File: config.mk
export PLATFORM = sky130hd
export DESIGN_NAME = pwm_burst_gen
export DESIGN_NICKNAME = d
export VERILOG_FILES = /design/src/rtl/pwm_burst_pkg.sv /design/src/rtl/pwm_period_counter.sv /design/src/rtl/pwm_reload_buf.sv /design/src/rtl/pwm_burst_gen.sv
export SDC_FILE = /design/constraint.sdc
export NUM_CORES = 1
export LEC_CHECK = 0
export BUFFER_PORTS_ARGS = -buffer_cell sky130_fd_sc_hd__buf_4
export CORE_MARGIN = 2
export CORE_UTILIZATION = 45
export DETAILED_ROUTE_END_ITERATION = 16
export PLACE_DENSITY_LB_ADDON = 0.25
export SKIP_CTS_REPAIR_TIMING = 1
export SLEW_MARGIN = 30
export SYNTH_ARGS = -nofsm -noshare
export SYNTH_HDL_FRONTEND = slang
export SYNTH_SLANG_ARGS = --single-unit
export TNS_END_PERCENT = 50
File: constraint.sdc
create_clock -name clk -period 5.17 [get_ports clk]
set_input_delay 0 -clock clk [delete_from_list [all_inputs] [get_ports clk]]
set_output_delay 0 -clock clk [all_outputs]
set_load 0.005 [all_outputs]
File: src/rtl/pwm_burst_pkg.sv
package pwm_burst_pkg;
  typedef enum logic [1:0] {
    ST_IDLE = 2'd0,
    ST_LOAD = 2'd1,
    ST_RUN  = 2'd2
  } burst_state_t;
endpackage

File: src/rtl/pwm_period_counter.sv
module pwm_period_counter #(
  parameter int CNT_W = 16
) (
  input  logic             clk,
  input  logic             rst,
  input  logic             run,
  input  logic [CNT_W-1:0] mod_lim,
  output logic [CNT_W-1:0] cnt,
  output logic             wrap
);
  assign wrap = run && (cnt == mod_lim);

  always_ff @(posedge clk) begin
    if (rst || !run) begin
      cnt <= '0;
    end else if (wrap) begin
      cnt <= '0;
    end else begin
      cnt <= cnt + 1'b1;
    end
  end
endmodule

File: src/rtl/pwm_reload_buf.sv
module pwm_reload_buf #(
  parameter int CNT_W = 16,
  parameter int LEN_W = 16
) (
  input  logic             clk,
  input  logic             rst,
  input  logic             start_burst,
  input  logic             in_load,
  input  logic             in_run,
  input  logic             wrap,
  input  logic [CNT_W-1:0] cnt,
  input  logic [LEN_W-1:0] burst_len,
  input  logic             ld_ack,
  input  logic [CNT_W-1:0] ld_data,
  output logic             ld_req,
  output logic [CNT_W-1:0] cmp_act,
  output logic             exhausted,
  output logic             late
);
  logic [LEN_W-1:0] remaining;
  logic [CNT_W-1:0] shadow;
  logic             shadow_v;
  logic             ack_ok;
  logic             fetch_now;

  assign ack_ok    = ld_ack && ld_req;
  assign exhausted = (remaining == '0) && !shadow_v;
  assign fetch_now = in_run && (cnt == cmp_act) && (remaining != '0)
                     && !shadow_v && !ld_req;

  always_ff @(posedge clk) begin
    if (rst) begin
      ld_req <= 1'b0;
    end else if (start_burst) begin
      ld_req <= 1'b1;
    end else if (ack_ok) begin
      ld_req <= 1'b0;
    end else if (fetch_now) begin
      ld_req <= 1'b1;
    end
  end

  always_ff @(posedge clk) begin
    if (rst) begin
      remaining <= '0;
      shadow    <= '0;
      shadow_v  <= 1'b0;
      cmp_act   <= '0;
      late      <= 1'b0;
    end else if (start_burst) begin
      remaining <= burst_len;
      shadow_v  <= 1'b0;
      cmp_act   <= '0;
      late      <= 1'b0;
    end else begin
      if (ack_ok) begin
        remaining <= remaining - 1'b1;
      end
      if (in_load && ack_ok) begin
        cmp_act <= ld_data;
      end else if (in_run) begin
        if (ack_ok) begin
          shadow   <= ld_data;
          shadow_v <= 1'b1;
        end else if (wrap) begin
          shadow_v <= 1'b0;
        end
        if (wrap) begin
          if (shadow_v) begin
            cmp_act <= shadow;
          end else if (remaining != '0) begin
            cmp_act <= '0;
            late    <= 1'b1;
          end
        end
      end
    end
  end
endmodule

File: src/rtl/pwm_burst_gen.sv
module pwm_burst_gen
  import pwm_burst_pkg::*;
#(
  parameter int CNT_W = 16,
  parameter int LEN_W = 16
) (
  input  logic             clk,
  input  logic             rst,
  input  logic             start,
  input  logic [CNT_W-1:0] mod_val,
  input  logic [LEN_W-1:0] burst_len,
  output logic             ld_req,
  input  logic             ld_ack,
  input  logic [CNT_W-1:0] ld_data,
  output logic             pwm_out,
  output logic             busy,
  output logic             done,
  output logic             late
);
  burst_state_t     state;
  logic [CNT_W-1:0] mod_q;
  logic [CNT_W-1:0] cnt_q;
  logic [CNT_W-1:0] cmp_act;
  logic             wrap;
  logic             exhausted;
  logic             start_burst;
  logic             in_load;
  logic             in_run;

  assign start_burst = (state == ST_IDLE) && start && (burst_len != '0);
  assign in_load     = (state == ST_LOAD);
  assign in_run      = (state == ST_RUN);
  assign busy        = (state != ST_IDLE);

  always_ff @(posedge clk) begin
    if (rst) begin
      state <= ST_IDLE;
      mod_q <= '0;
      done  <= 1'b0;
    end else begin
      case (state)
        ST_IDLE: if (start_burst) begin
          state <= ST_LOAD;
          mod_q <= mod_val;
          done  <= 1'b0;
        end
        ST_LOAD: if (ld_ack && ld_req) begin
          state <= ST_RUN;
        end
        ST_RUN: if (wrap && exhausted) begin
          state <= ST_IDLE;
          done  <= 1'b1;
        end
        default: state <= ST_IDLE;
      endcase
    end
  end

  pwm_period_counter #(.CNT_W(CNT_W)) u_cnt (
    .clk    (clk),
    .rst    (rst),
    .run    (in_run),
    .mod_lim(mod_q),
    .cnt    (cnt_q),
    .wrap   (wrap)
  );

  pwm_reload_buf #(.CNT_W(CNT_W), .LEN_W(LEN_W)) u_buf (
    .clk        (clk),
    .rst        (rst),
    .start_burst(start_burst),
    .in_load    (in_load),
    .in_run     (in_run),
    .wrap       (wrap),
    .cnt        (cnt_q),
    .burst_len  (burst_len),
    .ld_ack     (ld_ack),
    .ld_data    (ld_data),
    .ld_req     (ld_req),
    .cmp_act    (cmp_act),
    .exhausted  (exhausted),
    .late       (late)
  );

  always_ff @(posedge clk) begin
    if (rst) begin
      pwm_out <= 1'b0;
    end else begin
      pwm_out <= in_run && (cnt_q < cmp_act);
    end
  end
endmodule

; Word-level counts from Yosys, hierarchy flattened
; Index checks and enable logic that the tools add are counted.
[totals]
register_bits = 87
input_bits = 52
out_inout_bits = 5
elab_cells = 80
[op_classes]
n_bitwise = 3
add_sub_neg = 2
eq_ne = 7
magnitude_cmp = 1
reduce_logical = 37
muxes = 19
[ops]
columns = operator, count
row1 = $mux 16, 7
row2 = $eq 16x16->1, 2
row3 = $reduce_bool 16->1, 2
row4 = $add 16x1->16 const B, 1
row5 = $logic_not 16->1, 1
row6 = $lt 16x16->1, 1
row7 = $sub 16x1->16 const B, 1
row8 = $logic_and 1x1->1, 12
row9 = $reduce_and 3->1, 4
row10 = $reduce_bool 2->1, 6
row11 = $mux 1, 7
row12 = $mux 2, 3
row13 = $pmux 2 s3, 1
row14 = $reduce_bool 3->1, 2
row15 = $reduce_and 5->1, 1
row16 = $ne 2x2->1 const B, 2
row17 = $reduce_and 4->1, 1
row18 = $reduce_or 2->1, 2
row19 = $logic_not 1->1, 3
row20 = $not 1->1, 3
row21 = $eq 2x1->1 const B, 1
row22 = $eq 2x2->1 const B, 1
row23 = $logic_not 2->1, 1
row24 = $ne 2x1->1 const B, 1
row25 = other kinds (3), 3

; Depth between registers and ports, before layout
; Gate-level depths: netlist of the first run.
[logic_depth]
word_depth = 8
mapped_depth = 9

; Hierarchy
; Synthesis of the first run repeated with hierarchy kept, for this count alone.
[hier_totals]
cells_unflattened = 566
hier_area_um2 = 4862.2
[by_module_without_submodules]
columns = module, seq_area_each_um2, cells_per_inst, instances, area_per_inst_um2
row1 = pwm_reload_buf, 1021.0, 323, 1, 2691.3
row2 = pwm_burst_gen, 400.4, 145, 1, 1312.5
row3 = pwm_period_counter, 320.3, 98, 1, 858.3

; Worst setup path before layout of the first run
; No wires, ideal clock.
[synth_timing]
path_type = register to register
start = reg u_buf.remaining[2]
end = reg u_buf.cmp_act[12]
path_slack_ns = 2.965
synth_period_minus_slack_ns = 2.205
n_path_buf = 1
path_stages_with_launch = 8
t_arrival_ns = 2.080
cell_sequence = dfxtp_1 > or4_4 > or3_4 > nor4_4 > nand3b_4 > and2_4 > buf_12 > a211oi_2
[synth_between]
elab_chain_len = 3
[synth_rtl]
columns = item, line_no
row1 = start: declaration, pwm_reload_buf.sv:20  ; logic [LEN_W-1:0] remaining;
row2 = start signal: assignment, pwm_reload_buf.sv:51  ; remaining <= burst_len;
row3 = start signal: assignment, pwm_reload_buf.sv:57  ; remaining <= remaining - 1'b1;
row4 = $reduce_bool 16->1, pwm_reload_buf.sv:71  ; end else if (remaining != '0) begin
row5 = $reduce_bool 3->1 (no line), -
row6 = $reduce_and 3->1 (no line), -
row7 = end signal: assignment, pwm_reload_buf.sv:60  ; cmp_act <= ld_data;
row8 = end signal: assignment, pwm_reload_buf.sv:70  ; cmp_act <= shadow;
row9 = end: declaration, pwm_reload_buf.sv:16  ; output logic [CNT_W-1:0] cmp_act,
; No other way between the ends.
; A chain may end at the register's enable or synchronous reset.

; Worst setup path after layout of the first run
[layout_timing]
start = in burst_len[11]
end = reg u_buf.cmp_act[11]
[layout_between]
elab_chain_len = 3
[layout_rtl]
columns = item, line_no
row1 = start: declaration, pwm_burst_gen.sv:11  ; input logic [LEN_W-1:0] burst_len,
row2 = $reduce_bool 16->1, pwm_burst_gen.sv:30  ; assign start_burst = (state == ST_IDLE) && start && (burst_len != '0);
row3 = $logic_and 1x1->1, pwm_burst_gen.sv:30
row4 = $reduce_or 2->1 (no line), -
; No other way between the ends.

==> impl_metrics.py, run 1 <==
metrics = {
    "drt": {
        "postRouteAntennaNets": 0,
        "viasPerCell": 5.24,
        "wl_per_cell_um": 14.4,
        "drcViolationCount": 0,
        "finalWirelength_um": 10700,
        "drt_iter0_drc": 146,
        "vias": 3886,
        "drt-pass1-iter-count": 4,
    },
    "synth": {
        "synthCells": 518,
        "synth_most_common_cell": "dfxtp_1",
        "ys_types": 49,
        "ys_seq_area_share_pct": 40.2,
        "synth-edff-count": 0,
        "synth_common_cells": "dfxtp_1, nand2_1, a21oi_1, nor2_1, xnor2_1",
        "synthTopCellsByArea": "dfxtp_1, nand2_1, xnor2_1",
        "ys_ff_latch": 87,
        "netlist_area_sq_um": 4330,
        "synth_top_area_share_pct": 40.2,
        "synth.largest_area_cell": "dfxtp_1",
        "synth_area_per_cell_sq_um": 8.36,
        "synthFlopType": "dfxtp_1",
        "syn_nets": 589,
        "synth-warning-count": 0,
        "async_flop_share_pct": 0,
    },
    "cts": {
        "clockBufferDepth": 2,
        "cts.sinks": 87,
        "cts_buffers": 9,
        "cts_tree": "built",
        "clk_pin_slew_ns": 0.09,
        "h-tree-depth": 3,
        "clk_latency_ns": 0.36,
        "root_buffer": "clkbuf_8",
    },
    "timing": {
        "hold_viol": 1,
        "fin_crit_sh_pct": 49.7,
        "fin_hold_ws_ns": -0.0323,
        "maxSlewViolCount": 0,
        "setup_violations": 0,
        "finClkSkew_ns": 0.0160,
        "fin_setup_tns_ns": 0,
        "rsz0062_at_grt": "false",
        "period_needed_ns": 2.57,
        "relSlewSlack_pct": 45.3,
        "worst_slew_pin_slew_ns": 0.818,
        "maxClockFrequency_ghz": 0.389,
    },
    "layout": {
        "fin_nets": 678,
        "fin_area_sq_um": 5520,
        "diodes": 0,
        "syn2layout_area_growth_pct": 27.3,
        "fillers": 834,
        "drive_above_1_share_pct": 16.5,
        "regArea_sq_um": 1740,
        "multi_input_area_sq_um": 2370,
    },
    "power": {
        "pwr-share-comb_pct": 13.1,
        "p_leak_uw": 0.00205,
        "swShare_pct": 24.6,
        "max-vdd-ir-drop_mv": 0.161,
        "internal-power_uw": 1130,
        "p_per_area_nw_per_um2": 272,
        "clkPwrFrac_pct": 39.3,
        "switchingPower_uw": 370,
        "p_seq_share_pct": 47.6,
        "total_power_uw": 1500,
    },
    "place": {
        "dpl.hpwl_um": 7290,
        "port_buffers": 56,
        "place.gp.congestion": 0.844,
        "place_area_sq_um": 4780,
    },
    "floorplan": {
        "placementRows": 35,
        "die_h_um": 102,
        "io_pins": 57,
        "initial_core_util_pct": 46.7,
        "die-area_sq_um": 10400,
        "core_area_sq_um": 9280,
        "die_x_um": 102,
    },
    "global_route": {
        "antenna_found_initial": 0,
        "grt_use_total_pct": 20.5,
        "grt_max_degree": 55,
        "grt_overflow_total": 0,
        "grt_pass1_vias": 3638,
        "grt_pass1_wl_um": 16900,
    },
    "critical_path": {
        "slowest_delay_ns": 0.60,
        "crit_start": "burst_len[11]",
        "critPathLaunchType": "input port",
        "critPathMaxFanout": 27,
        "endpoint_kind": "flip-flop",
        "worstPathRequired_ns": 5.45,
        "crit_arrival_ns": 2.84,
        "crit_chain": "dlygate4sd3_1 -> buf_4 -> nor4_1 -> nand4_1 -> nand3_1 -> buf_4 -> nand2b_1 -> a31oi_1",
        "cpMostUsedCell": "buf_4",
        "r2r-start": "u_buf.remaining[2]",
        "critPathKind": "input port to flip-flop",
        "crit_slowest_cell": "nand3_1",
    },
    "status": {
        "violations": "hold timing",
        "outcome": "finished, violations left",
    },
    "min_path": {
        "min_path_type": "input port to flip-flop",
        "holdCritStartpoint": "burst_len[12]",
    },
    "job": {
        "max-cap-violations": 0,
    },
}
[metrics by stage]
step           worst slack, ns  utilization (%)  cells
2_1_floorplan             2.97                -    518
3_3_place_gp              2.68             51.5    677
3_5_place_dp              2.65             51.5    677
4_1_cts                   2.65             54.3    693
5_1_grt                   2.39             59.4    741
6_report                  2.60             59.4    741
[cells by family (layout without fill, tap and decap cells)]
kind of cell	count (synthesis)	in the layout	synth area share, %
AND/OR/NAND/NOR	212	212	24.3
AO/OA/AOI/OAI	110	110	16.5
flip-flops	87	87	40.2
buffers and inverters	49	143	5.17
XOR/XNOR	40	40	8.09
adder cells (fa/ha/maj)	19	19	5.49
multiplexers	1	1	0.231
[registers in the layout, indices dropped and copies added (netlist names)]
name and count:
state 2, u_buf.shadow 16, u_buf.cmp_act 16, u_buf.remaining 16, u_buf.ld_req 1, u_cnt.cnt 16
pwm_out 1, u_buf.late 1, u_buf.shadow_v 1, mod_q 16, done 1
[critical path: cells and delay by family]
family	cells	cell delay, ns
buf+inv	3	1.07
compound gates	1	0.24
simple gates	4	1.51
[routing by layer]
| metal | track usage (%) | routed length [um] |
|---|---|---|
| met1 | 25.6 | 4710 |
| met3 | 4.45 | 437 |
| met2 | 34.7 | 5220 |
| met5 | 0 | 0 |
| met4 | 8.10 | 320 |
[power groups by stage]
stage          clock [uW]  combinational (uW)  sequential, uW
6_report              590                 197             716
5_1_grt               629                 218             719
4_1_cts               599                 167             716
3_5_place_dp            0                 166             731
3_3_place_gp            0                 164             730
2_1_floorplan           0                 110             725
[worst paths after layout]
kind | depth (start not counted) | endpoint | slack (ns)
max | 8 | u_buf.cmp_act[11] | 2.60
min | 3 | u_buf.remaining[12] | -0.03
max reg2reg | 6 | u_buf.cmp_act[5] | 2.63
min reg2reg | 2 | u_buf.shadow[3] | 0.46
[cell type report]
class | instances | area share (%)
clock inverters | 6 | 2.11
repair buffers | 105 | 16.5
multi-input cells | 382 | 42.9
clock buffers | 10 | 2.49
inverters | 22 | 1.50
well taps | 129 | 2.93
flip-flops and latches | 87 | 31.6
[placed cells by master, fill, tap and decap left out, types with 8 or more instances in the layout]
master,netlist,layout
a21oi_1,49,49
xnor2_1,31,31
dlygate4sd3_1,0,48
and3_1,11,11
dfxtp_1,87,87
a211oi_1,9,9
clkbuf_8,0,10
a31oi_1,9,9
buf_4,1,57
a211oi_2,9,9
nor3_1,8,8
nand2_1,81,81
nand4_1,9,9
o21ai_0,12,12
nor2_1,47,46
ha_1,19,19
nand3_1,13,13
xor2_1,9,9
inv_1,22,22
Note: power is estimated with default switching activity, not from simulation.
==> run 2, diff against run 1 <==
clock period = 2.51 ns   (was 5.17 ns; I/O delays follow)
==> impl_metrics.py, run 2 (synthesis results as in run 1) <==
metrics = {
    "critical_path": {
        "endpoint_kind": "flip-flop",
        "crit_arrival_ns": 2.60,
        "critPathMaxFanout": 11,
        "critPathKind": "flip-flop to flip-flop",
        "critPathTopFamily": "simple AND/OR/NAND/NOR gates",
        "slowest_delay_ns": 0.57,
        "critPathLaunchType": "flip-flop",
        "crit_slowest_cell": "or4_4",
        "crit_chain": "or4_4 -> or3_4 -> nor4_4 -> nand3b_4 -> and2_4 -> a211oi_2",
        "critPathBufInv": 0,
        "worstPathRequired_ns": 2.75,
    },
    "cts": {
        "cts_buffers": 9,
        "h-tree-depth": 3,
        "cts_tree": "built",
        "clk_pin_slew_ns": 0.10,
        "clk_latency_ns": 0.36,
        "clockBufferDepth": 2,
        "root_buffer": "clkbuf_8",
        "cts.sinks": 87,
    },
    "global_route": {
        "grt_pass1_wl_um": 16300,
        "grt_max_degree": 55,
        "grt_overflow_total": 0,
        "antenna_found_initial": 0,
        "grt_pass1_vias": 3477,
        "grt_use_total_pct": 20.0,
    },
    "power": {
        "p_per_area_nw_per_um2": 548,
        "max-vdd-ir-drop_mv": 0.301,
        "p_leak_uw": 0.00212,
    },
    "layout": {
        "stdcell_count": 756,
        "layout_common_cells": "dfxtp_1, nand2_1, buf_4",
        "syn2layout_area_growth_pct": 29.9,
        "final_common_cell": "dfxtp_1",
        "fin_nets": 693,
        "diodes": 0,
        "fillers": 832,
        "drive_above_1_share_pct": 18.3,
    },
    "timing": {
        "maxSlewViolCount": 0,
        "period_needed_ns": 2.36,
        "worst_slew_pin_slew_ns": 0.595,
        "hold_viol": 3,
        "rsz0062_at_grt": "false",
        "fin_crit_sh_pct": 93.9,
        "relSlewSlack_pct": 60.4,
        "fin_hold_ws_ns": -0.0439,
        "finClkSkew_ns": 0.0109,
        "fin_setup_tns_ns": 0,
        "setup_violations": 0,
        "maxClockFrequency_ghz": 0.424,
    },
    "place": {
        "port_buffers": 56,
        "dp.cells": 692,
        "place.gp.congestion": 0.785,
        "dpl.hpwl_um": 7400,
    },
    "status": {
        "violations": "hold timing",
        "outcome": "finished, violations left",
    },
    "floorplan": {
        "core_area_sq_um": 9280,
        "initial_core_util_pct": 46.7,
        "die_h_um": 102,
        "die-area_sq_um": 10400,
        "die_x_um": 102,
        "io_pins": 57,
        "placementRows": 35,
    },
    "drt": {
        "wl_per_cell_um": 14.0,
        "drt-pass1-iter-count": 5,
        "viasPerCell": 5.13,
        "drt_iter0_drc": 192,
        "finalWirelength_um": 10600,
        "drcViolationCount": 0,
        "vias": 3877,
        "postRouteAntennaNets": 0,
    },
    "min_path": {
        "min_path_type": "input port to flip-flop",
    },
    "job": {
        "max-cap-violations": 0,
    },
}
run 2: cell count changes in the layout (fill, tap and decap cells not counted), sizes merged:
cell and delta:
buf +15, clkinvlp +1, clkbuf -1
run 2: worst paths after layout:
kind / from / end / slack (ns) / cells past startpoint
setup reg to reg: u_buf.remaining[2] / u_buf.cmp_act[7] / 0.15 / 6
setup / recovery: u_buf.remaining[2] / u_buf.cmp_act[7] / 0.15 / 6
hold reg to reg: u_buf.shadow[4] / u_buf.shadow[4] / 0.46 / 2
hold / removal: ld_ack / u_buf.ld_req / -0.04 / 3
run 2: where the power goes:
| part | internal (uW) | switching, uW | leakage [uW] |
|---|---|---|---|
| Sequential | 1430 | 41.5 | 0.000708 |
| Combinational | 226 | 204 | 0.00129 |
| Clock | 664 | 522 | 0.000120 |
| Total | 2320 | 768 | 0.00212 |
run 2: routing by layer:
layer	global-route usage, %	wire, um
met5	0	0
met4	5.85	109
met3	3.49	269
met2	34.5	5280
met1	25.7	4920
run 2: layout make-up:
type / count / area (sq um) / share of cell area, %
timing repair buffer: 120 / 1030 / 18.4
clock buffer: 9 / 124 / 2.20
tap: 129 / 161 / 2.87
inverter: 22 / 82.6 / 1.47
multi-input combinational: 382 / 2370 / 42.0
clock inverter: 7 / 120 / 2.13
sequential: 87 / 1740 / 30.9
run 2: through the flow:
stage | utilization (%) | total power [uW] | worst slack, ns | hold WS [ns] | instance area [sq um]
final | 60.6 | 3090 | 0.154 | -0.0439 | 5630
after global routing | 60.6 | 3210 | 0.0122 | 0.00274 | 5630
after CTS | 55.5 | 3050 | 0.145 | -0.141 | 5150
after floorplan | - | 1720 | 0.305 | 0.136 | 4330
after global placement | 52.8 | 1860 | 0.210 | 0.252 | 4910
after detailed placement | 52.8 | 1870 | 0.172 | 0.257 | 4910
run 2: worst register-to-register path: stages, from the launching register on:
cell and delay [ns]:
dfxtp_1 0.37, or4_4 0.57, or3_4 0.42, nor4_4 0.26, nand3b_4 0.25, and2_4 0.26, a211oi_2 0.09
==> run 3, diff against run 2 <==
PLACE_DENSITY_LB_ADDON = unset   (was 0.25)
==> impl_metrics.py, run 3 (synthesis results as in run 1) <==
metrics = {
    "power": {
        "pwr-share-comb_pct": 14.7,
        "switchingPower_uw": 766,
        "p_seq_share_pct": 51.1,
        "p_per_area_nw_per_um2": 515,
        "total_power_uw": 2880,
        "swShare_pct": 26.6,
        "internal-power_uw": 2120,
        "clkPwrFrac_pct": 34.3,
        "p_leak_uw": 0.00210,
        "max-vdd-ir-drop_mv": 0.382,
    },
    "critical_path": {
        "worstPathRequired_ns": 2.74,
        "r2r_slack_ns": 0.20,
        "worstSetupEndpoint": "u_buf.remaining[7]",
        "critPathLaunchType": "flip-flop",
        "crit_arrival_ns": 2.54,
        "r2r_end": "u_buf.remaining[7]",
        "crit_start": "u_buf.remaining[2]",
        "r2r-start": "u_buf.remaining[2]",
        "critPathMaxFanout": 6,
        "r2r_cells": 7,
        "endpoint_kind": "flip-flop",
        "critPathKind": "flip-flop to flip-flop",
    },
    "timing": {
        "worst_slew_pin_slew_ns": 0.603,
        "finClkSkew_ns": 0.00803,
        "maxClockFrequency_ghz": 0.433,
        "rsz0062_at_grt": "false",
        "fin_hold_ws_ns": -0.00712,
        "fin_crit_sh_pct": 91.9,
        "maxSlewViolCount": 0,
        "fin_setup_tns_ns": 0,
        "hold_viol": 1,
        "setup_violations": 0,
        "relSlewSlack_pct": 59.8,
        "period_needed_ns": 2.31,
    },
    "layout": {
        "stdcell_count": 758,
        "layout_common_cells": "dfxtp_1, nand2_1, buf_4",
        "diodes": 0,
        "syn2layout_area_growth_pct": 29.1,
        "final_common_cell": "dfxtp_1",
        "fillers": 865,
        "drive_above_1_share_pct": 18.4,
        "fin_nets": 696,
    },
    "cts": {
        "h-tree-depth": 3,
        "clk_pin_slew_ns": 0.09,
        "cts_tree": "built",
        "clockBufferDepth": 2,
        "clk_latency_ns": 0.36,
        "cts.sinks": 87,
        "cts_buffers": 9,
        "root_buffer": "clkbuf_8",
    },
    "job": {
        "max-cap-violations": 0,
    },
    "drt": {
        "dr_wl_met2_um": 5250,
        "vias": 3918,
        "top_layer": "met4",
        "wl_per_cell_um": 14.1,
        "drt-pass1-iter-count": 4,
        "finalWirelength_um": 10700,
        "wl_met3_um": 366,
        "drt_iter0_drc": 155,
        "drcViolationCount": 0,
        "viasPerCell": 5.17,
        "m1WireLength_um": 4940,
        "postRouteAntennaNets": 0,
    },
    "global_route": {
        "antenna_found_initial": 0,
        "grt_pass1_wl_um": 17000,
        "grt_use_total_pct": 20.5,
        "grt_pass1_vias": 3532,
        "grt_max_degree": 55,
        "grt_overflow_total": 0,
    },
    "place": {
        "port_buffers": 56,
        "place.gp.congestion": 0.798,
        "dpl.hpwl_um": 7420,
        "dp.cells": 692,
    },
    "floorplan": {
        "core_area_sq_um": 9280,
        "io_pins": 57,
        "placementRows": 35,
        "die_h_um": 102,
        "die-area_sq_um": 10400,
        "initial_core_util_pct": 46.7,
        "die_x_um": 102,
    },
    "status": {
        "violations": "hold timing",
        "outcome": "finished, violations left",
    },
    "min_path": {
        "min_path_type": "input port to flip-flop",
    },
}
[run 3: cell count changes in the layout (fill, tap and decap cells not counted), sizes merged]
cell	before	now
buf	72	74
dlygate4sd3	48	49
clkinvlp	1	3
bufinv	3	1
clkinv	2	0
inv	23	24
[run 3: routing by layer]
metal,vias up,global-route usage (%)
met5,-,0
li1,2000,-
met3,10,4.92
met1,1850,27.8
met4,0,4.31
met2,58,33.6
[run 3: worst min path at each step]
stage	startpoint	slack, ns	to	depth (start not counted)
after floorplan	ld_data[0]	0.14	u_buf.shadow[0]	2
after global placement	mod_val[7]	0.25	mod_q[7]	3
after detailed placement	mod_val[7]	0.26	mod_q[7]	3
after CTS	mod_val[7]	-0.13	mod_q[7]	3
after global routing	burst_len[0]	0.02	u_buf.remaining[0]	3
final	burst_len[0]	-0.007	u_buf.remaining[0]	3
[run 3: per-stage QoR]
stage                     cell area, sq um  hold slack (ns)  setup slack (ns)  util, %
final                                 5590         -0.00712             0.202     60.2
after global routing                  5590           0.0180            0.0271     60.2
after CTS                             5090           -0.130             0.126     54.8
after detailed placement              4890            0.258             0.190     52.7
after global placement                4890            0.249             0.232     52.7
after floorplan                       4330            0.136             0.305        -
[run 3: worst max-delay path: stages, from the launching register on]
cell           delay, ns
dfxtp_1             0.37
nor4_1              0.51
nand2_1             0.14
or2_1               0.28
xnor2_1             0.14
a32oi_1             0.14
dlygate4sd3_1       0.57
nor2_1              0.04
[run 3: power groups by stage]
stage	sequential [uW]	combinational (uW)	clock, uW
floorplan	1490	227	0
finish	1470	422	987
CTS	1470	360	1010
detailed placement	1500	358	0
global placement	1500	356	0
global route	1480	468	1080
[run 3: area by class of cell]
type	count	area, sq um	area share (%)
timing repair buffer	123	1050	18.7
inverter	22	82.6	1.48
clock buffer	9	124	2.21
multi-input combinational	382	2370	42.3
tap	129	161	2.89
sequential	87	1740	31.1
clock inverter	6	70.1	1.25
